[config.mk]
export PLATFORM = sky130hd
export DESIGN_NAME = tone_qual
export DESIGN_NICKNAME = d
export VERILOG_FILES = /design/src/rtl/tone_qual_pkg.sv /design/src/rtl/tone_qual_satcnt.sv /design/src/rtl/tone_qual_ctrl.sv /design/src/rtl/tone_qual_outreg.sv /design/src/rtl/tone_qual.sv
export SDC_FILE = /design/constraint.sdc
export NUM_CORES = 1
export LEC_CHECK = 0
export ABC_AREA = 1
export ABC_CLOCK_PERIOD_IN_PS = 1200
export BUFFER_PORTS_ARGS = -buffer_cell sky130_fd_sc_hd__buf_2
export CAP_MARGIN = 40
export CORE_MARGIN = 10
export CORE_UTILIZATION = 38
export CTS_BUF_LIST = sky130_fd_sc_hd__clkbuf_4 sky130_fd_sc_hd__clkbuf_8 sky130_fd_sc_hd__clkbuf_16
export DETAILED_ROUTE_END_ITERATION = 10
export PLACE_DENSITY_LB_ADDON = 0.05
export RECOVER_POWER = 50
export SLEW_MARGIN = 20
export SYNTH_ARGS = -nofsm -noshare
export SYNTH_HDL_FRONTEND = slang
export SYNTH_SLANG_ARGS = --single-unit
[constraint.sdc]
create_clock -name clk -period 1.2 [get_ports clk]
set_clock_uncertainty 0.2 [all_clocks]
set_input_delay 0.06 -clock clk [delete_from_list [all_inputs] [get_ports clk]]
set_output_delay 0.06 -clock clk [all_outputs]
set_load 0.01 [all_outputs]
[src/rtl/tone_qual_pkg.sv]
package tone_qual_pkg;

  typedef enum logic [1:0] {
    TQ_IDLE  = 2'd0,
    TQ_ARMED = 2'd1,
    TQ_SHOWN = 2'd2
  } tq_state_e;

  function automatic int tq_max3(input int a, input int b, input int c);
    int m;
    m = a;
    if (b > m) m = b;
    if (c > m) m = c;
    return m;
  endfunction

endpackage

[src/rtl/tone_qual_satcnt.sv]
module tone_qual_satcnt #(
  parameter int W = 4
) (
  input  logic         clk,
  input  logic         rst_n,
  input  logic         en,
  input  logic         clr,
  input  logic         inc,
  output logic [W-1:0] cnt
);

  logic [W-1:0] cnt_q, cnt_d;

  always_comb begin
    cnt_d = cnt_q;
    if (clr) begin
      cnt_d = '0;
    end else if (en && inc && (cnt_q != '1)) begin
      cnt_d = cnt_q + 1'b1;
    end
  end

  always_ff @(posedge clk or negedge rst_n) begin
    if (!rst_n) begin
      cnt_q <= '0;
    end else begin
      cnt_q <= cnt_d;
    end
  end

  assign cnt = cnt_q;

endmodule

[src/rtl/tone_qual_ctrl.sv]
module tone_qual_ctrl
  import tone_qual_pkg::*;
#(
  parameter int CNT_W       = 4,
  parameter int ACC_TICKS   = 6,
  parameter int STB_TICKS   = 3,
  parameter int PAUSE_TICKS = 5
) (
  input  logic             clk,
  input  logic             rst_n,
  input  logic             tick,
  input  logic             tone,
  input  logic [CNT_W-1:0] run_cnt,
  input  logic [CNT_W-1:0] gap_cnt,
  input  logic [CNT_W-1:0] dly_cnt,
  output logic             run_clr,
  output logic             run_inc,
  output logic             gap_clr,
  output logic             gap_inc,
  output logic             dly_clr,
  output logic             dly_inc,
  output logic             load,
  output logic             set_stb,
  output logic             clr_out
);

  localparam logic [CNT_W-1:0] ACC_M1   = CNT_W'(ACC_TICKS - 1);
  localparam logic [CNT_W-1:0] STB_M1   = CNT_W'(STB_TICKS - 1);
  localparam logic [CNT_W-1:0] PAUSE_M1 = CNT_W'(PAUSE_TICKS - 1);

  tq_state_e st_q, st_d;
  logic      pause_hit;

  assign pause_hit = tick && !tone && (gap_cnt >= PAUSE_M1);

  always_comb begin
    st_d    = st_q;
    run_clr = 1'b1;
    run_inc = 1'b0;
    gap_clr = 1'b1;
    gap_inc = 1'b0;
    dly_clr = 1'b1;
    dly_inc = 1'b0;
    load    = 1'b0;
    set_stb = 1'b0;
    clr_out = 1'b0;
    unique case (st_q)
      TQ_IDLE: begin
        run_clr = tick && !tone;
        run_inc = tone;
        if (tick && tone && (run_cnt >= ACC_M1)) begin
          load    = 1'b1;
          run_clr = 1'b1;
          st_d    = TQ_ARMED;
        end
      end
      TQ_ARMED: begin
        gap_clr = tick && tone;
        gap_inc = !tone;
        dly_clr = 1'b0;
        dly_inc = 1'b1;
        if (pause_hit) begin
          clr_out = 1'b1;
          st_d    = TQ_IDLE;
        end else if (tick && (dly_cnt >= STB_M1)) begin
          set_stb = 1'b1;
          st_d    = TQ_SHOWN;
        end
      end
      TQ_SHOWN: begin
        gap_clr = tick && tone;
        gap_inc = !tone;
        if (pause_hit) begin
          clr_out = 1'b1;
          st_d    = TQ_IDLE;
        end
      end
      default: st_d = TQ_IDLE;
    endcase
  end

  always_ff @(posedge clk or negedge rst_n) begin
    if (!rst_n) begin
      st_q <= TQ_IDLE;
    end else begin
      st_q <= st_d;
    end
  end

endmodule

[src/rtl/tone_qual_outreg.sv]
module tone_qual_outreg #(
  parameter int DIG_W = 4
) (
  input  logic             clk,
  input  logic             rst_n,
  input  logic             load,
  input  logic             set_stb,
  input  logic             clr_out,
  input  logic [DIG_W-1:0] code,
  output logic [DIG_W-1:0] digit,
  output logic             stb
);

  logic [DIG_W-1:0] dig_q, dig_d;
  logic             stb_q, stb_d;

  always_comb begin
    dig_d = dig_q;
    stb_d = stb_q;
    if (clr_out) begin
      dig_d = '0;
      stb_d = 1'b0;
    end else begin
      if (load)    dig_d = code;
      if (set_stb) stb_d = 1'b1;
    end
  end

  always_ff @(posedge clk or negedge rst_n) begin
    if (!rst_n) begin
      dig_q <= '0;
      stb_q <= 1'b0;
    end else begin
      dig_q <= dig_d;
      stb_q <= stb_d;
    end
  end

  assign digit = dig_q;
  assign stb   = stb_q;

endmodule

[src/rtl/tone_qual.sv]
module tone_qual
  import tone_qual_pkg::*;
#(
  parameter int DIG_W       = 4,
  parameter int ACC_TICKS   = 6,
  parameter int STB_TICKS   = 3,
  parameter int PAUSE_TICKS = 5
) (
  input  logic             clk,
  input  logic             rst_n,
  input  logic             tick,
  input  logic             tone_present,
  input  logic [DIG_W-1:0] code_in,
  output logic [DIG_W-1:0] digit_out,
  output logic             digit_strobe
);

  localparam int MAX_T = tq_max3(ACC_TICKS, STB_TICKS, PAUSE_TICKS);
  localparam int CNT_W = $clog2(MAX_T + 1) + 1;

  logic [1:0] rst_pipe_q;
  logic       rst_sync_n;

  always_ff @(posedge clk or negedge rst_n) begin
    if (!rst_n) begin
      rst_pipe_q <= 2'b00;
    end else begin
      rst_pipe_q <= {rst_pipe_q[0], 1'b1};
    end
  end

  assign rst_sync_n = rst_pipe_q[1];

  logic [CNT_W-1:0] run_cnt, gap_cnt, dly_cnt;
  logic run_clr, run_inc, gap_clr, gap_inc, dly_clr, dly_inc;
  logic load, set_stb, clr_out;

  tone_qual_satcnt #(.W(CNT_W)) u_run (
    .clk(clk), .rst_n(rst_sync_n), .en(tick), .clr(run_clr), .inc(run_inc), .cnt(run_cnt)
  );

  tone_qual_satcnt #(.W(CNT_W)) u_gap (
    .clk(clk), .rst_n(rst_sync_n), .en(tick), .clr(gap_clr), .inc(gap_inc), .cnt(gap_cnt)
  );

  tone_qual_satcnt #(.W(CNT_W)) u_dly (
    .clk(clk), .rst_n(rst_sync_n), .en(tick), .clr(dly_clr), .inc(dly_inc), .cnt(dly_cnt)
  );

  tone_qual_ctrl #(
    .CNT_W(CNT_W), .ACC_TICKS(ACC_TICKS), .STB_TICKS(STB_TICKS), .PAUSE_TICKS(PAUSE_TICKS)
  ) u_ctrl (
    .clk(clk), .rst_n(rst_sync_n), .tick(tick), .tone(tone_present),
    .run_cnt(run_cnt), .gap_cnt(gap_cnt), .dly_cnt(dly_cnt),
    .run_clr(run_clr), .run_inc(run_inc), .gap_clr(gap_clr), .gap_inc(gap_inc),
    .dly_clr(dly_clr), .dly_inc(dly_inc),
    .load(load), .set_stb(set_stb), .clr_out(clr_out)
  );

  tone_qual_outreg #(.DIG_W(DIG_W)) u_out (
    .clk(clk), .rst_n(rst_sync_n), .load(load), .set_stb(set_stb), .clr_out(clr_out),
    .code(code_in), .digit(digit_out), .stb(digit_strobe)
  );

endmodule

==> impl_metrics.csv <==
group,metric,value,unit
critical_path,arrival,1.56,ns
critical_path,worst-path-stages,6,
synthesis,postSynthCellCount,130,
synthesis,syn_area,0.00114,sq mm
placed_design,dp_hpwl,1.85,mm
final_layout,drive_above_1_share,0.540,
worst_hold_path,hold_start,"tone_present",
pwr,peakVddDrop,0.835,mV
worst_hold_path,min_path_type,"input pin to flop",
status,violations,"negative setup slack",
flow_run,drv_cap,0,
pwr,leakagePower,0.869,nW
clocking,clk_transition_reported_paths,0.12,ns
pwr,fin_total_pwr,2.74,mW
critical_path,path_max_fanout,3,
final_layout,fillers,239,
clocking,cts-htree-levels,1,
timing,period_share,1.26,
drt,drcViolationCount,0,
final_layout,final_common_cell,"buf_4",
placed_design,place_inst,198,
synthesis,synth_area_leader_cell,"dfrtp_1",
global_route,grt_util_met2,0.176,
clocking,cts_root_buffer,"clkbuf_4",
drt,vias,1028,
pwr,power.density,1500,mW/mm^2
die,die_w,74.7,um
synthesis,synth_nets,148,
critical_path,reg2reg_depth,6,
die,die_area,0.00558,sq mm
clocking,cts_tree,"built",
final_layout,finish.net_count,208,
synthesis,synth_top_area_share,0.462,
synthesis,ys_types,21,
placed_design,port_buffers,12,
final_layout,final_area,0.00183,sq mm
critical_path,required,1.25,ns
critical_path,crit_type,"flop to flop",
synthesis,synth_warnings,0,
placed_design,gp_congestion,0.838,
die,core,0.00281,sq mm
clocking,clock_latency,0.31,ns
die,initial_core_util,0.405,
drt,via_per_inst,4.67,
synthesis,ys_ff_latch,21,
drt,drt-pass1-iter-count,4,
drt,wl,2.70,mm
synthesis,avgSynthCellArea,8.75,sq um
timing,rsz0062_at_grt,"yes",
global_route,grt_pass1_vias,1067,
timing,finalSetupViolations,19,
timing,setup_ws,-0.306,ns
critical_path,path_buf_inv,1,
timing,max_freq,664,MHz
global_route,use_met1,0.118,
critical_path,critPathMaxStageDelay,0.41,ns
status,status,"finished, violations left",
placed_design,post-place-ws,-0.347,ns
placed_design,place_area,0.00147,sq mm
final_layout,diodes,0,
critical_path,start_kind,"flop",
drt,ant_nets,0,
global_route,gr-usage-met3,0.0223,
final_layout,finalNonFillerCells,220,
critical_path,critical_path.startpoint,"u_run.cnt[1]",
die,boundaryPins,13,
clocking,cts_buffers,3,
die,fp-row-count,19,
critical_path,path_cells,"buf_4 > ha_2 > nand3_2 > nand2_2 > or2_4 > a21oi_2",
timing,min_period,1.51,ns
global_route,overflow,0,
timing,hold_ws,0.0515,ns
critical_path,cp_slowest_cell,"dfrtp_1",
final_layout,final_cell_mix,"buf_4 (27), dfrtp_1 (20), nand2_2 (13)",
global_route,busiest_layer,"met2",
clocking,clk_path_buf_depth,2,
timing,slew_viol_final,0,
drt,routedWlPerCell,12.3,um
critical_path,rrSetupSlack,-0.31,ns
die,die_h,74.7,um
critical_path,end_kind,"flop",
drt,drtIter0Drc,29,
global_route,grt_pass1_wl,4.45,mm
synthesis,yosysSeqAreaShare,0.462,
critical_path,rr_startpoint,"u_run.cnt[1]",
synthesis,synthTopCellsByArea,"dfrtp_1 (46%), ha_1 (11%), nand3_1 (7.5%), nand2_1 (7.3%), inv_1 (5.9%)",
timing,final_hold_viol_count,0,
global_route,antenna_found_initial,0,
critical_path,r2r_end,"u_run.cnt[3]",
global_route,grt_max_degree,20,
global_route,grt_usage,0.102,
critical_path,path_delay_family,"flip-flops",
critical_path,crit_path_end,"u_run.cnt[3]",
clocking,cts.sinks,21,
final_layout,syn_to_final_growth,60.8,%
==> stage by stage <==
step / setup TNS (ns) / utilization
finish: -4.00 / 0.652
global placement: -3.90 / 0.523
detailed placement: -4.36 / 0.523
floorplan: -2.45 / -
global route: -5.60 / 0.652
CTS: -3.95 / 0.609
==> cells by family after synthesis <==
family / Yosys count / synth area share
simple gates: 60 / 0.251
flops: 21 / 0.462
buf+inv: 18 / 0.0594
compound gates: 15 / 0.0759
fa+ha+maj: 10 / 0.110
xor+xnor: 5 / 0.0385
other cells: 1 / 0.00330
==> report_power, final <==
group | switching, mW | leakage, nW | internal [mW]
logic | 0.694 | 0.569 | 0.767
registers | 0.0903 | 0.281 | 0.815
clock network | 0.225 | 0.0184 | 0.153
total | 1.01 | 0.869 | 1.73
==> registers in the layout, summed over array words and instances, names as in the netlist <==
| signal | flops |
|---|---|
| u_dly.cnt | 4 |
| u_run.cnt | 4 |
| rst_pipe_q | 2 |
| u_gap.cnt | 4 |
| u_out.stb | 1 |
| u_out.digit | 4 |
| u_ctrl.st_q | 2 |
==> cell usage after synthesis, drive strengths merged <==
cell type and number:
or2 1, inv 18, nand4 3, a31oi 1
a21oi 4, nand3 17, xor2 3, a22o 1
nand2 25, conb 1, o31ai 1, ha 10
xnor2 2, nor2 13, dfrtp 21, o21ai 8
nor3b 1
==> cell type report <==
type	count	area (sq um)	share of cell area
Multi-Input combinational cell	91	739	0.404
Sequential cell	21	527	0.288
Timing Repair Buffer	55	424	0.232
Inverter	18	70.1	0.0383
Tap cell	31	38.8	0.0212
Clock buffer	4	30.0	0.0164
==> what timing repair did <==
action | in CTS | in global routing
endpoints found under the setup margin | 19 | 19
setup buffers | 6 | 2
hold endpoints to repair | 11 | 0
resized for setup | 23 | 25
pin swaps | 11 | 15
hold buffers | 10 | 0
==> worst min-delay path by stage <==
| stage | end | depth (start not counted) |
|---|---|---|
| 2_1_floorplan | rst_pipe_q[0] | 0 |
| 3_3_place_gp | rst_pipe_q[0] | 1 |
| 3_5_place_dp | rst_pipe_q[1] | 1 |
| 4_1_cts | u_gap.cnt[1] | 1 |
| 5_1_grt | u_out.stb | 5 |
| 6_report | u_out.digit[1] | 5 |
==> routing by layer <==
metal,vias up,wire length (um)
li1,536,-
met1,477,1160
met2,10,1400
met3,5,91
met4,0,48
met5,-,0
==> worst min-delay path: cells and delay by family <==
family	cells	cell delay, ns
and+or+nand+nor	2	0.20
buffers and inverters	2	0.18
AOI/OAI and AO/OA	1	0.09
Power figures use the tool's default switching activity.
